==> src/rtl/csdec_pkg.sv <==
package csdec_pkg;

    localparam int ADDR_W  = 32;
    localparam int NUM_SEL = 4;
    localparam int NUM_WIN = 2;

    typedef enum logic [3:0] {
        ST_IDLE  = 4'd0,
        ST_ADDR  = 4'd1,
        ST_SETUP = 4'd2,
        ST_WAIT1 = 4'd3,
        ST_WAIT2 = 4'd4,
        ST_DAT1  = 4'd5,
        ST_DAT2  = 4'd6,
        ST_DAT3  = 4'd7,
        ST_DAT4  = 4'd8,
        ST_DAT5  = 4'd9,
        ST_DAT6  = 4'd10,
        ST_DAT7  = 4'd11,
        ST_DAT8  = 4'd12
    } bus_state_e;

    typedef struct packed {
        logic               addr_mode;
        logic [NUM_SEL-1:0] pins;
    } pin_reg_t;

    // window 0 = uncachable alias, window 1 = cachable alias
    function automatic logic [ADDR_W-1:0] win_base(input int sel, input int win);
        logic [ADDR_W-1:0] b;
        case (sel * NUM_WIN + win)
            0:       b = 32'h7E00_0000;
            1:       b = 32'hFE00_1000;
            2:       b = 32'h4000_0000;
            3:       b = 32'h0000_1000;
            4:       b = 32'h5000_0000;
            5:       b = 32'h1000_0000;
            6:       b = 32'h6000_0000;
            default: b = 32'h2000_0000;
        endcase
        return b;
    endfunction

    function automatic logic [ADDR_W-1:0] win_last(input int sel, input int win);
        logic [ADDR_W-1:0] l;
        case (sel * NUM_WIN + win)
            0:       l = 32'h7FFF_FFFF;
            1:       l = 32'hFFFF_FFFF;
            2:       l = 32'h4FFF_FFFF;
            3:       l = 32'h0FFF_FFFF;
            4:       l = 32'h5FFF_FFFF;
            5:       l = 32'h1FFF_FFFF;
            6:       l = 32'h6FFF_FFFF;
            default: l = 32'h2FFF_FFFF;
        endcase
        return l;
    endfunction

endpackage

==> src/rtl/csdec_range_cmp.sv <==
module csdec_range_cmp #(
    parameter int                AW   = 32,
    parameter logic [AW-1:0]     BASE = '0,
    parameter logic [AW-1:0]     LAST = '1
) (
    input  logic [AW-1:0] addr_i,
    output logic          hit_o
);
    localparam logic [AW-1:0] SPAN = LAST - BASE;

    logic [AW-1:0] offs;

    // one subtract and one compare: below-base addresses wrap to large offsets
    assign offs  = addr_i - BASE;
    assign hit_o = (offs <= SPAN);
endmodule

==> src/rtl/csdec_select_decode.sv <==
module csdec_select_decode
    import csdec_pkg::*;
#(
    parameter int AW   = ADDR_W,
    parameter int NSEL = NUM_SEL,
    parameter int NWIN = NUM_WIN
) (
    input  logic [AW-1:0]   addr_i,
    input  logic            mem_i,
    output logic [NSEL-1:0] sel_hit_o
);
    localparam int NRAW = NSEL * NWIN;

    logic [NRAW-1:0] raw_hit;

    for (genvar s = 0; s < NSEL; s++) begin : g_sel
        for (genvar w = 0; w < NWIN; w++) begin : g_win
            csdec_range_cmp #(
                .AW   (AW),
                .BASE (AW'(win_base(s, w))),
                .LAST (AW'(win_last(s, w)))
            ) u_cmp (
                .addr_i (addr_i),
                .hit_o  (raw_hit[s*NWIN + w])
            );
        end
        assign sel_hit_o[s] = mem_i & (|raw_hit[s*NWIN +: NWIN]);
    end
endmodule

==> src/rtl/csdec_update_gate.sv <==
module csdec_update_gate
    import csdec_pkg::*;
(
    input  logic       bus16_i,
    input  logic [3:0] state_i,
    output logic       upd_o
);
    bus_state_e st;

    assign st = bus_state_e'(state_i);

    always_comb begin
        upd_o = 1'b0;
        case (st)
            ST_ADDR:                    upd_o = 1'b1;
            ST_DAT2, ST_DAT3, ST_DAT4:  upd_o = 1'b1;
            ST_WAIT2:                   upd_o = bus16_i;
            ST_DAT5, ST_DAT6,
            ST_DAT7, ST_DAT8:           upd_o = bus16_i;
            default:                    upd_o = 1'b0;
        endcase
    end
endmodule

==> src/rtl/upper_pin_csdec.sv <==
module upper_pin_csdec
    import csdec_pkg::*;
(
    input  logic                clk,
    input  logic                rst_n,
    input  logic                strap_addr_mode_i,
    input  logic [ADDR_W-1:0]   addr_i,
    input  logic                cyc_active_i,
    input  logic                mem_cycle_i,
    input  logic                bus16_i,
    input  logic [3:0]          bus_state_i,
    output logic [NUM_SEL-1:0]  upper_pins_o
);
    localparam int TOP_LSB = ADDR_W - NUM_SEL;

    pin_reg_t             reg_d, reg_q;
    logic [NUM_SEL-1:0]   sel_hit;
    logic                 state_upd;
    logic                 upd_en;
    logic                 addr_mode_w;

    csdec_select_decode #(
        .AW   (ADDR_W),
        .NSEL (NUM_SEL),
        .NWIN (NUM_WIN)
    ) u_decode (
        .addr_i    (addr_i),
        .mem_i     (mem_cycle_i),
        .sel_hit_o (sel_hit)
    );

    csdec_update_gate u_gate (
        .bus16_i (bus16_i),
        .state_i (bus_state_i),
        .upd_o   (state_upd)
    );

    assign upd_en = cyc_active_i & state_upd;

    always_comb begin
        reg_d = reg_q;
        if (reg_q.addr_mode) begin
            if (upd_en) begin
                reg_d.pins = addr_i[ADDR_W-1:TOP_LSB];
            end
        end else begin
            if (!cyc_active_i) begin
                reg_d.pins = '1;
            end else if (upd_en) begin
                reg_d.pins = ~sel_hit;
            end
        end
    end

    always_ff @(posedge clk) begin
        if (!rst_n) begin
            reg_q.addr_mode <= strap_addr_mode_i;
            reg_q.pins      <= '1;
        end else begin
            reg_q <= reg_d;
        end
    end

    assign addr_mode_w  = reg_q.addr_mode;
    assign upper_pins_o = reg_q.pins;
endmodule

==> config.mk <==
export PLATFORM = sky130hd
export DESIGN_NAME = upper_pin_csdec
export DESIGN_NICKNAME = d
export VERILOG_FILES = /design/src/rtl/csdec_pkg.sv /design/src/rtl/csdec_range_cmp.sv /design/src/rtl/csdec_select_decode.sv /design/src/rtl/csdec_update_gate.sv /design/src/rtl/upper_pin_csdec.sv
export SDC_FILE = /design/constraint.sdc
export NUM_CORES = 1
export LEC_CHECK = 0
export ABC_AREA = 1
export BUFFER_PORTS_ARGS = -buffer_cell sky130_fd_sc_hd__buf_2
export CAP_MARGIN = 20
export CORE_ASPECT_RATIO = 0.75
export CORE_MARGIN = 2
export CORE_UTILIZATION = 50
export CTS_CLUSTER_DIAMETER = 80
export CTS_CLUSTER_SIZE = 20
export DETAILED_ROUTE_END_ITERATION = 8
export HOLD_SLACK_MARGIN = 0.03
export PLACE_DENSITY_LB_ADDON = 0.1
export SKIP_LAST_GASP = 1
export SYNTH_ARGS = -nofsm -noshare
export SYNTH_HDL_FRONTEND = slang
export SYNTH_SLANG_ARGS = --single-unit
==> constraint.sdc <==
create_clock -name clk -period 3.15 [get_ports clk]
set_input_delay 0.315 -clock clk [delete_from_list [all_inputs] [get_ports clk]]
set_output_delay 0.315 -clock clk [all_outputs]
set_load 0.02 [all_outputs]
==> metrics <==
Clock Latency Late Sink 0.25 ns; initial antenna violation count 0; Via Count around 1200; DRC Markers 0; Die ar. roughly 0.0023 mm²; crit path kind in -> reg; Final Hold Fails 0; Final ANT Viol Nets 0; routability cong. just under 0.9; reg2reg path depth 6; post-synthesis simple-gate area fraction 51.15%; top cell type's share of synthesized area between 20% and 30%; EDFF count, synth 1; Ports 46; CP Capture Type flip-flop; Synth Area in Adders 6.410%; max cap viols 0; Cell variety after synth 28; CP Max Fanout 10; Die H between 40 and 50 µm; Antenna Diode Count 0; Final Util between 60% and 70%; Peak VDD IR around 0.18 mV; Via density about 5.1; status finished, final reports clean; CP Data Arrival Time 1.64 ns; TritonCTS clock tree done; max frequency ~670 MHz; mux contribution to synthesized area 0%; fin crit share a little under half; Mapped Cells 186; CTS sink count 5; WL final ~2600 µm; GRT Overall Usage around a quarter; worst slew pin tran about 0.27 ns; Avg Cell Area, Syn between 5 and 6 µm²; Synth area leaders nand2_1 (22%), nor2_1 (10%), nand3_1 (9.7%), inv_1 (9.2%), dfxtp_1 (8.2%); Yosys top cell by area nand2_1; Mapped Area 975.9 µm²; syn_nets ~230; core area ~0.0018 mm²; Placement Cell Area around 0.0011 mm²; post-CTS sizing 0; layout cell share with drive strength beyond 1 23.85%; Area Overhead vs Synth 19.36%; Hold Path Class in -> reg; wire per inst around 11 µm; most frequent cells in the layout nand2_1 (57), buf_2 (33), nor2_1 (27), inv_1 (24), nand3_1 (19); row cnt 13; register bit total from synthesis 5; cts hold-fix bufs 0; total CTS buffers 3; postcts setup bufs 0; Placed Cells 236; relative slew slack 82.18%; total power between 0.2 and 0.3 mW; main flop type after synthesis dfxtp_1; commonest non-fill, non-tap cell in the layout nand2_1; Final Max Slew Viols 0; htree depth 1; clk buf depth 2; first-pass GRT wire length between 4000 and 5000 µm; Finished Cell Area ~0.0012 mm²; Yosys warnings 0; leak pwr between 0.6 and 0.7 nW; global route overflow 0; drt first pass iters 4; Final setup viols 0; ys async rst share 0%; setup ws final 1.658 ns; required time of the critical path ~3.3 ns; Synth Area in Compound Gates between 10% and 20%; Place WS ~1.4 ns; drt initial violations 36; pwr/cell area between 200 and 250 mW/mm²; detailed placement HPWL just over 2000 µm; initial core utilization between 50% and 60%; Final min period about 1.5 ns; Worst Setup Start Kind input port; Hold Crit Depth 1; IO Port Bufs 33; largest net degree at the start of global routing 15; setup_tns 0 ns; clk_skew between 0.0015 and 0.002 ns; Final nets around 270; sequential area share after synthesis a little under an eighth; largest family of logic cells by synthesized area simple AND/OR/NAND/NOR gates; unrepaired setup endpoints after global routing no; Clock transition at path regs ~0.050 ns; hold slack final about 0.24 ns; Non-Filler Instances 240; vias in the first global route approximately 1100; Post-Synth XOR/XNOR Area roughly 2.7%; Horiz. Die Dim roughly 55 µm; Root Buffer clkbuf_4
Yosys cell counts, types with 2 or more instances:
cell,number
o221ai_1,2
nor3_1,2
inv_2,5
nor2_2,5
nand3_1,19
inv_1,24
o21ai_1,2
nand2_1,57
xor2_1,3
nand2_2,3
a21oi_1,7
o21ai_0,6
ha_1,5
clkbuf_1,3
dfxtp_1,4
nor2_1,27
per-layer routing:
layer  GRT usage [%]  vias to the layer above  wire length (µm)  part of all wire [%]
li1                -                      650                 -                     -
met1           31.48                      523              1200                    47
met2           41.43                       47              1168                    45
met3           6.786                        3               189                   7.4
met4           2.927                        0                 9                  0.35
met5               0                        -                 0                     0
registers in the layout (all words and copies together), names as in the netlist:
register,flops
addr_mode_w,1
upper_pins_o,4
cells by family (layout without fill, tap and decap cells):
group / Yosys count / after routing
flops: 5 / 5
simple gates: 116 / 116
compound gates: 23 / 23
fa+ha+maj: 5 / 5
xor+xnor: 3 / 3
buf+inv: 34 / 66
power breakdown:
group	internal [mW]	leakage (nW)	total, mW	switching [mW]
Sequential	0.0720	0.0430	0.0765	0.00448
Clock	0.0482	0.0150	0.0798	0.0315
Combinational	0.0447	0.609	0.117	0.0720
Total	0.165	0.667	0.273	0.108
cell type report:
class	count	area (µm²)
well taps	22	27.53
inverters	29	108.9
flip-flops and latches	5	110.1
fillers	191	624.3
clock buffers	4	26.28
repair buffers	33	165.2
multi-input cells	147	726.9
worst paths after layout:
| check | from | to | slack (ns) |
|---|---|---|---|
| hold / removal | strap_addr_mode_i | addr_mode_w$_DFFE_PN_ | 0.24 |
| setup / recovery | addr_i[30] | upper_pins_o[1]$_SDFFE_PN1P_ | 1.66 |
| hold reg to reg | upper_pins_o[3]$_SDFFE_PN1P_ | upper_pins_o[3]$_SDFFE_PN1P_ | 0.46 |
| setup reg to reg | addr_mode_w$_DFFE_PN_ | upper_pins_o[3]$_SDFFE_PN1P_ | 1.83 |
worst max-delay path, cell delays in order:
cell,delay [ns]
buf_2,0.16
inv_1,0.15
ha_1,0.20
nand2_1,0.06
nor2_1,0.10
nand3_1,0.09
xor2_1,0.14
nand2_1,0.06
nor2_1,0.11
nand2_1,0.06
nand2_1,0.06
nand2_1,0.05
nand2_1,0.05
nand2_1,0.04
(Power assumes the default switching activity.)
